**src/rtl/pcm_sync_port_pkg.sv**
```systemverilog
package pcm_sync_port_pkg;

   typedef enum logic [2:0] {
      TXS_IDLE   = 3'd0,
      TXS_WAIT_F = 3'd1,
      TXS_WAIT_R = 3'd2,
      TXS_SHIFT  = 3'd3,
      TXS_HOLD   = 3'd4
   } tx_state_e;

   localparam int LANE_BCLK = 0;
   localparam int LANE_FS   = 1;
   localparam int LANE_RX   = 2;
   localparam int LANES     = 3;

endpackage

```
**src/rtl/pcm_edge_sync.sv**
```systemverilog
module pcm_edge_sync
   import pcm_sync_port_pkg::*;
#(
   parameter int SYNC_STAGES = 2
) (
   input  logic clk,
   input  logic rst_n,
   input  logic bit_clk,
   input  logic frame_sync,
   input  logic rx_in,
   output logic bclk_rise,
   output logic bclk_fall,
   output logic fs_lvl,
   output logic fs_rise,
   output logic rx_lvl
);

   logic [LANES-1:0] raw;
   logic [LANES-1:0] lvl;
   logic [1:0]       prev_q;

   assign raw[LANE_BCLK] = bit_clk;
   assign raw[LANE_FS]   = frame_sync;
   assign raw[LANE_RX]   = rx_in;

   if (SYNC_STAGES < 0) begin : g_chk_stages
      $error("SYNC_STAGES must not be negative");
   end

   if (SYNC_STAGES == 0) begin : g_direct
      assign lvl = raw;
   end else begin : g_chain
      logic [SYNC_STAGES-1:0][LANES-1:0] pipe;
      always_ff @(posedge clk) begin
         if (!rst_n) begin
            pipe <= '0;
         end else begin
            pipe[0] <= raw;
            for (int i = 1; i < SYNC_STAGES; i++) begin
               pipe[i] <= pipe[i-1];
            end
         end
      end
      assign lvl = pipe[SYNC_STAGES-1];
   end

   always_ff @(posedge clk) begin
      if (!rst_n) prev_q <= '0;
      else        prev_q <= {lvl[LANE_FS], lvl[LANE_BCLK]};
   end

   assign bclk_rise = lvl[LANE_BCLK] & ~prev_q[0];
   assign bclk_fall = ~lvl[LANE_BCLK] & prev_q[0];
   assign fs_lvl    = lvl[LANE_FS];
   assign fs_rise   = lvl[LANE_FS] & ~prev_q[1];
   assign rx_lvl    = lvl[LANE_RX];

endmodule

```
**src/rtl/pcm_fs_classify.sv**
```systemverilog
module pcm_fs_classify #(
   parameter int LONG_MIN = 2
) (
   input  logic clk,
   input  logic rst_n,
   input  logic bclk_fall,
   input  logic fs_lvl,
   output logic mode_long
);

   localparam int CNT_W = $clog2(LONG_MIN + 1);
   localparam logic [CNT_W-1:0] CNT_MAX  = '1;
   localparam logic [CNT_W-1:0] LONG_THR = CNT_W'(LONG_MIN);

   if (LONG_MIN < 2) begin : g_chk_min
      $error("LONG_MIN must be at least 2");
   end

   logic [CNT_W-1:0] hi_cnt;

   always_ff @(posedge clk) begin
      if (!rst_n) begin
         hi_cnt    <= '0;
         mode_long <= 1'b0;
      end else if (bclk_fall) begin
         if (fs_lvl) begin
            if (hi_cnt != CNT_MAX) hi_cnt <= hi_cnt + 1'b1;
         end else if (hi_cnt != '0) begin
            mode_long <= (hi_cnt >= LONG_THR);
            hi_cnt    <= '0;
         end
      end
   end

   AST_CLASS_ON_FALL: assert property (@(posedge clk) disable iff (!rst_n)
      !bclk_fall |=> $stable(mode_long));

endmodule

```
**src/rtl/pcm_tx_ser.sv**
```systemverilog
module pcm_tx_ser
   import pcm_sync_port_pkg::*;
#(
   parameter int WORD_W       = 8,
   parameter int QUIET_FRAMES = 2
) (
   input  logic              clk,
   input  logic              rst_n,
   input  logic              pdn,
   input  logic              frame_start,
   input  logic              next_long,
   input  logic              bclk_rise,
   input  logic              bclk_fall,
   input  logic              fs_lvl,
   input  logic [WORD_W-1:0] tx_word,
   output logic              tx_out,
   output logic              tx_oe
);

   localparam int SENT_W = $clog2(WORD_W + 1);
   localparam int QW     = $clog2(QUIET_FRAMES + 1);
   localparam logic [SENT_W-1:0] LAST_BIT = SENT_W'(WORD_W);
   localparam logic [QW-1:0]     Q_LOAD   = QW'(QUIET_FRAMES);

   if (WORD_W < 2) begin : g_chk_w
      $error("WORD_W must be at least 2");
   end
   if (QUIET_FRAMES < 1) begin : g_chk_q
      $error("QUIET_FRAMES must be at least 1");
   end

   tx_state_e         st;
   logic [WORD_W-1:0] sh;
   logic [SENT_W-1:0] sent;
   logic [QW-1:0]     quiet;
   logic              blank;
   logic              frm_long;
   logic              oe_q;
   logic              out_q;

   always_ff @(posedge clk) begin
      if (!rst_n) begin
         st       <= TXS_IDLE;
         sh       <= '0;
         sent     <= '0;
         quiet    <= Q_LOAD;
         blank    <= 1'b1;
         frm_long <= 1'b0;
         oe_q     <= 1'b0;
         out_q    <= 1'b0;
      end else if (pdn) begin
         st    <= TXS_IDLE;
         oe_q  <= 1'b0;
         quiet <= Q_LOAD;
      end else if (frame_start) begin
         sh       <= tx_word;
         frm_long <= next_long;
         blank    <= (quiet != '0);
         if (quiet != '0) quiet <= quiet - 1'b1;
         if (next_long) begin
            out_q <= tx_word[WORD_W-1];
            oe_q  <= (quiet == '0);
            sent  <= SENT_W'(1);
            st    <= TXS_SHIFT;
         end else begin
            oe_q <= 1'b0;
            st   <= TXS_WAIT_F;
         end
      end else begin
         case (st)
            TXS_WAIT_F: if (bclk_fall) st <= TXS_WAIT_R;
            TXS_WAIT_R: if (bclk_rise) begin
               out_q <= sh[WORD_W-1];
               oe_q  <= ~blank;
               sent  <= SENT_W'(1);
               st    <= TXS_SHIFT;
            end
            TXS_SHIFT: begin
               if (bclk_rise && sent != LAST_BIT) begin
                  sh    <= sh << 1;
                  out_q <= sh[WORD_W-2];
                  sent  <= sent + 1'b1;
               end else if (bclk_fall && sent == LAST_BIT) begin
                  if (frm_long && fs_lvl) begin
                     st <= TXS_HOLD;
                  end else begin
                     oe_q <= 1'b0;
                     st   <= TXS_IDLE;
                  end
               end
            end
            TXS_HOLD: if (!fs_lvl) begin
               oe_q <= 1'b0;
               st   <= TXS_IDLE;
            end
            default: st <= TXS_IDLE;
         endcase
      end
   end

   assign tx_out = out_q;
   assign tx_oe  = oe_q;

   AST_PDN_QUIET: assert property (@(posedge clk) disable iff (!rst_n)
      pdn |=> !oe_q);
   AST_OE_ON_RISE: assert property (@(posedge clk) disable iff (!rst_n)
      $rose(oe_q) |-> $past(bclk_rise));
   AST_OE_OFF_EDGE: assert property (@(posedge clk) disable iff (!rst_n)
      $fell(oe_q) |-> $past(bclk_fall || bclk_rise || pdn));
   AST_QUIET_FRAME: assert property (@(posedge clk) disable iff (!rst_n)
      (frame_start && !pdn && quiet != '0) |=> !oe_q);

endmodule

```
**src/rtl/pcm_rx_des.sv**
```systemverilog
module pcm_rx_des #(
   parameter int WORD_W = 8
) (
   input  logic              clk,
   input  logic              rst_n,
   input  logic              frame_start,
   input  logic              next_long,
   input  logic              bclk_fall,
   input  logic              rx_lvl,
   output logic [WORD_W-1:0] rx_word,
   output logic              rx_valid
);

   localparam int CNT_W = $clog2(WORD_W);
   localparam logic [CNT_W-1:0] LAST_IDX = CNT_W'(WORD_W - 1);

   if (WORD_W < 2) begin : g_chk_w
      $error("WORD_W must be at least 2");
   end

   logic [WORD_W-1:0] rsh;
   logic [CNT_W-1:0]  cnt;
   logic              skip;
   logic              active;

   always_ff @(posedge clk) begin
      if (!rst_n) begin
         rsh      <= '0;
         cnt      <= '0;
         skip     <= 1'b0;
         active   <= 1'b0;
         rx_word  <= '0;
         rx_valid <= 1'b0;
      end else begin
         rx_valid <= 1'b0;
         if (frame_start) begin
            skip   <= ~next_long;
            cnt    <= '0;
            active <= 1'b1;
         end else if (bclk_fall && active) begin
            if (skip) begin
               skip <= 1'b0;
            end else begin
               rsh <= {rsh[WORD_W-2:0], rx_lvl};
               if (cnt == LAST_IDX) begin
                  rx_word  <= {rsh[WORD_W-2:0], rx_lvl};
                  rx_valid <= 1'b1;
                  active   <= 1'b0;
               end else begin
                  cnt <= cnt + 1'b1;
               end
            end
         end
      end
   end

   AST_RXV_PULSE: assert property (@(posedge clk) disable iff (!rst_n)
      rx_valid |=> !rx_valid);
   AST_RXV_ON_FALL: assert property (@(posedge clk) disable iff (!rst_n)
      $rose(rx_valid) |-> $past(bclk_fall));

endmodule

```
**src/rtl/pcm_sync_port.sv**
```systemverilog
module pcm_sync_port #(
   parameter int WORD_W       = 8,
   parameter int SYNC_STAGES  = 2,
   parameter int QUIET_FRAMES = 2,
   parameter int LONG_MIN     = 2
) (
   input  logic              clk,
   input  logic              rst_n,
   input  logic              bit_clk,
   input  logic              frame_sync,
   input  logic              pdn,
   input  logic [WORD_W-1:0] tx_word,
   input  logic              rx_in,
   output logic              tx_out,
   output logic              tx_oe,
   output logic [WORD_W-1:0] rx_word,
   output logic              rx_valid,
   output logic              sync_is_long
);

   logic bclk_rise;
   logic bclk_fall;
   logic fs_lvl;
   logic fs_rise;
   logic rx_lvl;

   pcm_edge_sync #(.SYNC_STAGES(SYNC_STAGES)) u_sync (
      .clk        (clk),
      .rst_n      (rst_n),
      .bit_clk    (bit_clk),
      .frame_sync (frame_sync),
      .rx_in      (rx_in),
      .bclk_rise  (bclk_rise),
      .bclk_fall  (bclk_fall),
      .fs_lvl     (fs_lvl),
      .fs_rise    (fs_rise),
      .rx_lvl     (rx_lvl)
   );

   pcm_fs_classify #(.LONG_MIN(LONG_MIN)) u_class (
      .clk       (clk),
      .rst_n     (rst_n),
      .bclk_fall (bclk_fall),
      .fs_lvl    (fs_lvl),
      .mode_long (sync_is_long)
   );

   pcm_tx_ser #(.WORD_W(WORD_W), .QUIET_FRAMES(QUIET_FRAMES)) u_tx (
      .clk         (clk),
      .rst_n       (rst_n),
      .pdn         (pdn),
      .frame_start (fs_rise),
      .next_long   (sync_is_long),
      .bclk_rise   (bclk_rise),
      .bclk_fall   (bclk_fall),
      .fs_lvl      (fs_lvl),
      .tx_word     (tx_word),
      .tx_out      (tx_out),
      .tx_oe       (tx_oe)
   );

   pcm_rx_des #(.WORD_W(WORD_W)) u_rx (
      .clk         (clk),
      .rst_n       (rst_n),
      .frame_start (fs_rise),
      .next_long   (sync_is_long),
      .bclk_fall   (bclk_fall),
      .rx_lvl      (rx_lvl),
      .rx_word     (rx_word),
      .rx_valid    (rx_valid)
   );

endmodule

```
**config.mk**
```make
export PLATFORM = sky130hd
export DESIGN_NAME = pcm_sync_port
export DESIGN_NICKNAME = d
export VERILOG_FILES = /design/src/rtl/pcm_sync_port_pkg.sv /design/src/rtl/pcm_edge_sync.sv /design/src/rtl/pcm_fs_classify.sv /design/src/rtl/pcm_tx_ser.sv /design/src/rtl/pcm_rx_des.sv /design/src/rtl/pcm_sync_port.sv
export SDC_FILE = /design/constraint.sdc
export NUM_CORES = 1
export LEC_CHECK = 0
export BUFFER_PORTS_ARGS = -buffer_cell sky130_fd_sc_hd__buf_2
export CORE_UTILIZATION = 62
export DETAILED_ROUTE_END_ITERATION = 6
export GPL_TIMING_DRIVEN = 0
export PLACE_DENSITY = 0.83
export REMOVE_ABC_BUFFERS = 1
export SYNTH_ARGS = -nofsm -noshare
export SYNTH_HDL_FRONTEND = slang
export SYNTH_SLANG_ARGS = --single-unit
export TNS_END_PERCENT = 1
```
**constraint.sdc**
```tcl
create_clock -name clk -period 3.6 [get_ports clk]
set_input_delay 0.36 -clock clk [delete_from_list [all_inputs] [get_ports clk]]
set_output_delay 0.36 -clock clk [all_outputs]
set_load 0.005 [all_outputs]
```
* After elaboration in Yosys (flattened, before gate mapping)
Cells that the tools add are included.
** Word-level totals
- Bits in registers :: 53
- Bits in latches :: 0
- Memory bits (writable) :: 0
- Memory bits (read-only) :: 0
- Bits of input ports :: 14
- Word-level logic and storage cells :: 126
- Memories kept :: 0
** Cells by class
- Add/sub/neg operators :: 4
- $mul :: 0
- Div/mod/pow operators :: 0
- Magnitude comparators :: 1
- Eq/ne operators :: 18
- Shift operators :: 0
- Mux-type cells :: 40
- Bitwise gates (word level) :: 15
- Reduce and logical (&&, ||, !) cells :: 29
** Operators by type and width (count)
- 8-bit 2-to-1 mux :: 3
- 3-bit 2-to-1 mux :: 7
- 1-bit 2-to-1 mux :: 18
- 3-bit AND reduction :: 6
- 4-bit 2-to-1 mux :: 4
- 2-bit nonzero test :: 7
- 3-bit by 2-bit inequality test with 1-bit output, second input constant :: 4
- 1-bit NOT :: 12
- 3-bit case mux with 4 select lines :: 1
- 5-bit AND reduction :: 2
- 3-bit inequality test, second input constant :: 3
- 2-bit 2-to-1 mux :: 4
- 4-bit case mux with 2 select lines :: 1
- 3-bit by 2-bit equality test with 1-bit output, second input constant :: 2
- 3-bit equality test, second input constant :: 2
- 6-bit AND reduction :: 1
- 4-bit by 1-bit adder with 4-bit output, second input constant :: 1
- 4-bit equality test, second input constant :: 1
- 1-bit logical AND :: 4
- 2-bit by 1-bit inequality test with 1-bit output, second input constant :: 2
- 2-bit inequality test, second input constant :: 2
- 4-bit inequality test, second input constant :: 1
- 2-bit AND reduction :: 2
- 4-bit AND reduction :: 1
- 13 further kinds :: 16

* Depth between registers and ports, before layout
- Word-level depth :: 7
- Gate-level depth with buffers :: 7

* By module
From an unflattened synthesis, not the netlist that was laid out.
** Unflattened totals
- Cells, all modules :: 266
- Area total of the unflattened synthesis :: 2488.6 um2
** Modules (own cells, without submodules)
- pcm_tx_ser :: times used 1, cells each 141, area each 1207.4 um2, sequential area each 420.4 um2
- pcm_rx_des :: times used 1, cells each 83, area each 854.6 um2, sequential area each 420.4 um2
- pcm_edge_sync :: times used 1, cells each 19, area each 229.0 um2, sequential area each 160.2 um2
- pcm_fs_classify :: times used 1, cells each 23, area each 197.7 um2, sequential area each 60.1 um2

* Least setup slack after synthesis
Ideal clock, no wire load.
- Path kind :: reg2reg
- Start point :: reg u_tx.sent[0]
- End point :: reg u_tx.sh[7]
- Setup time :: 70 ps
- Arrival :: 1349 ps
- Required time :: 3530 ps
- Setup slack :: 2180 ps
- Stages on the path, launching flop included :: 8
- Path buffers :: 1
- Clock period less this slack :: 1420 ps
- Cell sequence :: dfxtp_1 inv_1 ha_1 nand3b_1 a31oi_4 buf_6 a211o_1 a21oi_1
** On the way
- Longest elaborated chain between the ends :: 4
** RTL lines
- from (decl) :: RTL line pcm_tx_ser.sv:34 : logic [SENT_W-1:0] sent;
- from (signal assigned) :: RTL line pcm_tx_ser.sv:82 : sent <= sent + 1'b1;
- 4-bit inequality test :: RTL line pcm_tx_ser.sv:79 : if (bclk_rise && sent != LAST_BIT) begin
- 1-bit logical AND :: RTL line pcm_tx_ser.sv:79
- 2-bit nonzero test (no source line)
- 3-bit AND reduction (no source line)
- to (signal assigned) :: RTL line pcm_tx_ser.sv:56 : sh <= tx_word;
- to (signal assigned) :: RTL line pcm_tx_ser.sv:80 : sh <= sh << 1;
- to (decl) :: RTL line pcm_tx_ser.sv:33 : logic [WORD_W-1:0] sh;
No other way between the ends.
A chain may end at the register's enable or synchronous reset.

* Worst setup path after layout
- Start point :: reg u_sync.prev_q[1]
- End point :: reg u_rx.rx_word[2]
** On the way
- Longest elaborated chain between the ends :: 4
** RTL lines
- from (decl) :: RTL line pcm_edge_sync.sv:20 : logic [1:0] prev_q;
- from (signal assigned) :: RTL line pcm_edge_sync.sv:49 : else prev_q <= {lvl[LANE_FS], lvl[LANE_BCLK]};
- 1-bit NOT :: RTL line pcm_edge_sync.sv:55 : assign fs_rise = lvl[LANE_FS] & ~prev_q[1];
- 1-bit bitwise AND :: RTL line pcm_edge_sync.sv:55
- 1-bit NOT (no source line)
- 4-bit AND reduction (no source line)
- to (signal assigned) :: RTL line pcm_rx_des.sv:46 : rx_word <= {rsh[WORD_W-2:0], rx_lvl};
- to (decl) :: RTL line pcm_rx_des.sv:10 : output logic [WORD_W-1:0] rx_word,
No other way between the ends.

==> impl_metrics.env <==
export IMPL_min_to="u_sync.g_chain.pipe[1]"
export IMPL_yosys_warnings=0
export IMPL_fin_setup_tns_ps=0
export IMPL_report_final_setup_viol=0
export IMPL_r2r_end="u_rx.rx_word[2]"
export IMPL_ctsHoldBuffers=0
export IMPL_yosysSeqAreaShare_pct=42.04
export IMPL_cp_max_fo=34
export IMPL_gp_congestion=0.7750
export IMPL_cts_setup_buffers=0
export IMPL_cts_tree="yes"
export IMPL_period_share_pct=72.30
export IMPL_finalPower_mw=1.010
export IMPL_r2r_cells=4
export IMPL_cts_htree_levels=2
export IMPL_tightest_slew_ps=1232
export IMPL_cts_buffers=5
export IMPL_first_pass_iters=5
export IMPL_rows=22
export IMPL_routedWlPerCell_um=13.14
export IMPL_max_freq_mhz=384.2
export IMPL_ir_drop_v=0.0003513
export IMPL_ys_ff_latch=53
export IMPL_die_x_um=65.80
export IMPL_ios=26
export IMPL_place_inst=342
export IMPL_multi_input_area_sq_um=1300
export IMPL_synth_area_per_cell_sq_um=8.763
export IMPL_status="finished, final reports clean"
export IMPL_clk_pin_slew_ps=90
export IMPL_hold_violations=0
export IMPL_ys_flop_type="dfxtp_1"
export IMPL_initial_utilization_pct=66.92
export IMPL_regArea_sq_um=1061
export IMPL_nets=323
export IMPL_period_needed_ps=2603
export IMPL_grtUsageTotal_pct=23.51
export IMPL_end_kind="register"
export IMPL_clock_path_buffers=2
export IMPL_netlist_cell_type_count=50
export IMPL_area_growth_pct=6.495
export IMPL_post_route_util_pct=71.27
export IMPL_pre_cts_slack_ps=993.4
export IMPL_async_flop_share_pct=0
export IMPL_min_path_cells=2
export IMPL_synth_edff_count=0
export IMPL_vias=2044
export IMPL_syn_inst=288
export IMPL_crit_slowest_cell="nand2b_1"
export IMPL_dieArea_sq_um=4330
export IMPL_crit_type="reg -> reg"
export IMPL_hold_path_class="in -> reg"
export IMPL_hp_start="frame_sync"
export IMPL_cts_resized=0
export IMPL_fin_ws_ps=997.2
export IMPL_postLayoutCellArea_sq_um=2688
export IMPL_power_density_nw_per_um2=375.8
export IMPL_cts_sinks=53
export IMPL_relSlewSlack_pct=17.89
export IMPL_crit_arrival_ps=2790
export IMPL_port_buffers=25
export IMPL_finalNonFillerCells=350
export IMPL_skew_ps=7.779
export IMPL_wl_um=4598
export IMPL_whs_ps=249.2
export IMPL_insertion_delay_ps=310
export IMPL_worstPathRequired_ps=3780
export IMPL_finalMaxSlewViolations=0
export IMPL_cts_root_buffer="clkbuf_8"
export IMPL_drc=0
export IMPL_grt_pass1_wl_um=7776
export IMPL_place_area_sq_um=2587
export IMPL_syn_area_sq_um=2524
export IMPL_grt_overflow=0
export IMPL_crit_chain="nand2b_1, nand3_1, mux2i_1, nor2_1"
export IMPL_core_area_sq_um=3771
export IMPL_die_h_um=65.80
export IMPL_drive_above_1_share_pct=13.58
export IMPL_drtAntennaViolNets=0
export IMPL_grt_max_degree=35
export IMPL_critical_path_startpoint_type="register"
export IMPL_leakage_nw=1.050
export IMPL_reg2reg_setup_slack_ps=1000
export IMPL_r2r_start="u_sync.prev_q[1]"
export IMPL_grt_pass1_vias=1801
export IMPL_hpwl_um=3053
export IMPL_rsz0062_at_grt="no"
export IMPL_nFillCells=305
export IMPL_n_antenna_cell=0
export IMPL_slowest_delay_ps=960
export IMPL_drt_iter0_drc=138
export IMPL_antenna_found_initial=0
export IMPL_drv_cap=0
export IMPL_routed_via_density=5.840
## power breakdown
group	total [mW]	internal, mW	switching, mW
Sequential	0.600	0.593	0.00637
Combinational	0.0544	0.0191	0.0353
Clock	0.356	0.160	0.196
## layout by cell type (no fill, tap or decap), types with 2 or more instances in the layout
| master | Yosys | routed |
|---|---|---|
| o31ai_1 | 2 | 2 |
| or3_1 | 3 | 3 |
| nand2b_1 | 5 | 5 |
| o21a_1 | 2 | 2 |
| o311ai_0 | 3 | 3 |
| buf_2 | 4 | 25 |
| dfxtp_1 | 53 | 53 |
| nand2_1 | 35 | 35 |
| o21ai_0 | 17 | 17 |
| and2b_1 | 2 | 2 |
| a21oi_1 | 23 | 23 |
| ha_1 | 8 | 8 |
| clkbuf_8 | 0 | 6 |
| nand3b_1 | 3 | 3 |
| a211o_1 | 8 | 8 |
| nand3_1 | 12 | 12 |
| xnor2_1 | 3 | 3 |
| and2_1 | 11 | 11 |
| a31oi_1 | 6 | 6 |
| inv_1 | 10 | 10 |
| a311oi_1 | 2 | 2 |
| nor2_1 | 24 | 24 |
| mux2i_1 | 11 | 11 |
| o311a_1 | 2 | 2 |
## sequential cells by signal (all words and copies together), names as in the netlist, 2 cells and up
| signal | count |
|---|---|
| u_tx.quiet | 2 |
| u_tx.sent | 4 |
| u_rx.cnt | 3 |
| u_class.hi_cnt | 2 |
| u_sync.g_chain.pipe | 3 |
| u_rx.rsh | 7 |
| u_rx.rx_word | 8 |
| u_sync.lvl | 3 |
| u_tx.st | 3 |
| u_tx.sh | 8 |
| u_sync.prev_q | 2 |
## synth_stat cells (3+ instances only)
| library cell | count | share of area, % |
|---|---|---|
| buf_2 | 4 | 0.79 |
| nor2_1 | 24 | 3.6 |
| clkbuf_1 | 7 | 1.0 |
| o311ai_0 | 3 | 1.0 |
| nand3b_1 | 3 | 0.89 |
| buf_6 | 4 | 1.8 |
| ha_1 | 8 | 4.0 |
| mux2i_1 | 11 | 4.4 |
| nand3_1 | 12 | 2.4 |
| a211o_1 | 8 | 2.8 |
| dfxtp_1 | 53 | 42 |
| o21ai_0 | 17 | 3.4 |
| nand2_1 | 35 | 5.2 |
| xnor2_1 | 3 | 1.0 |
| nand2b_1 | 5 | 1.2 |
| inv_1 | 10 | 1.5 |
| a31oi_1 | 6 | 1.5 |
| a21oi_1 | 23 | 4.6 |
| buf_4 | 4 | 1.2 |
| or3_1 | 3 | 0.74 |
| and2_1 | 11 | 2.7 |
## worst max-delay path by stage
stage,to,slack [ps],from
2_1_floorplan,u_rx.rx_word[0],1620,u_sync.prev_q[1]
3_3_place_gp,u_rx.rx_word[4],1050,u_sync.prev_q[1]
3_5_place_dp,u_rx.rx_word[2],990,u_sync.prev_q[1]
4_1_cts,u_rx.rx_word[2],1010,u_sync.prev_q[1]
5_1_grt,u_rx.rx_word[6],770,u_sync.prev_q[1]
6_report,u_rx.rx_word[2],1000,u_sync.prev_q[1]
## logic make-up (layout without fill, tap and decap cells)
| kind of cell | count (synthesis) | count (layout) | share of synthesized area [%] |
|---|---|---|---|
| compound gates | 74 | 74 | 19.98 |
| xor+xnor | 3 | 3 | 1.041 |
| simple gates | 109 | 109 | 22.16 |
| fa+ha+maj | 8 | 8 | 3.966 |
| mux | 11 | 11 | 4.363 |
| flops | 53 | 53 | 42.04 |
| buf+inv | 30 | 44 | 6.445 |
## worst max-delay path, delay by kind of cell (launching register included)
kind / cells / cell delay [ps]
multiplexers: 1 / 330
flip-flops: 1 / 420
AND/OR/NAND/NOR: 3 / 1720
## routing by layer
| layer | vias to the layer above | GRT usage [%] | share of wire [%] |
|---|---|---|---|
| met3 | 6 | 6.379 | 5.3 |
| met4 | 0 | 7.337 | 1.2 |
| li1 | 1039 | - | - |
| met5 | - | 0 | 0 |
| met2 | 57 | 40.31 | 48 |
| met1 | 942 | 28.28 | 45 |
## final cells by class
type | instances | share of cell area, %
clock buffer | 6 | 3.073
clock inverter | 2 | 0.6518
inverter | 11 | 1.536
multi-input combinational | 205 | 48.37
sequential | 53 | 39.48
tap | 48 | 2.235
timing repair buffer | 25 | 4.655
Note: power is estimated with default switching activity, not from simulation.
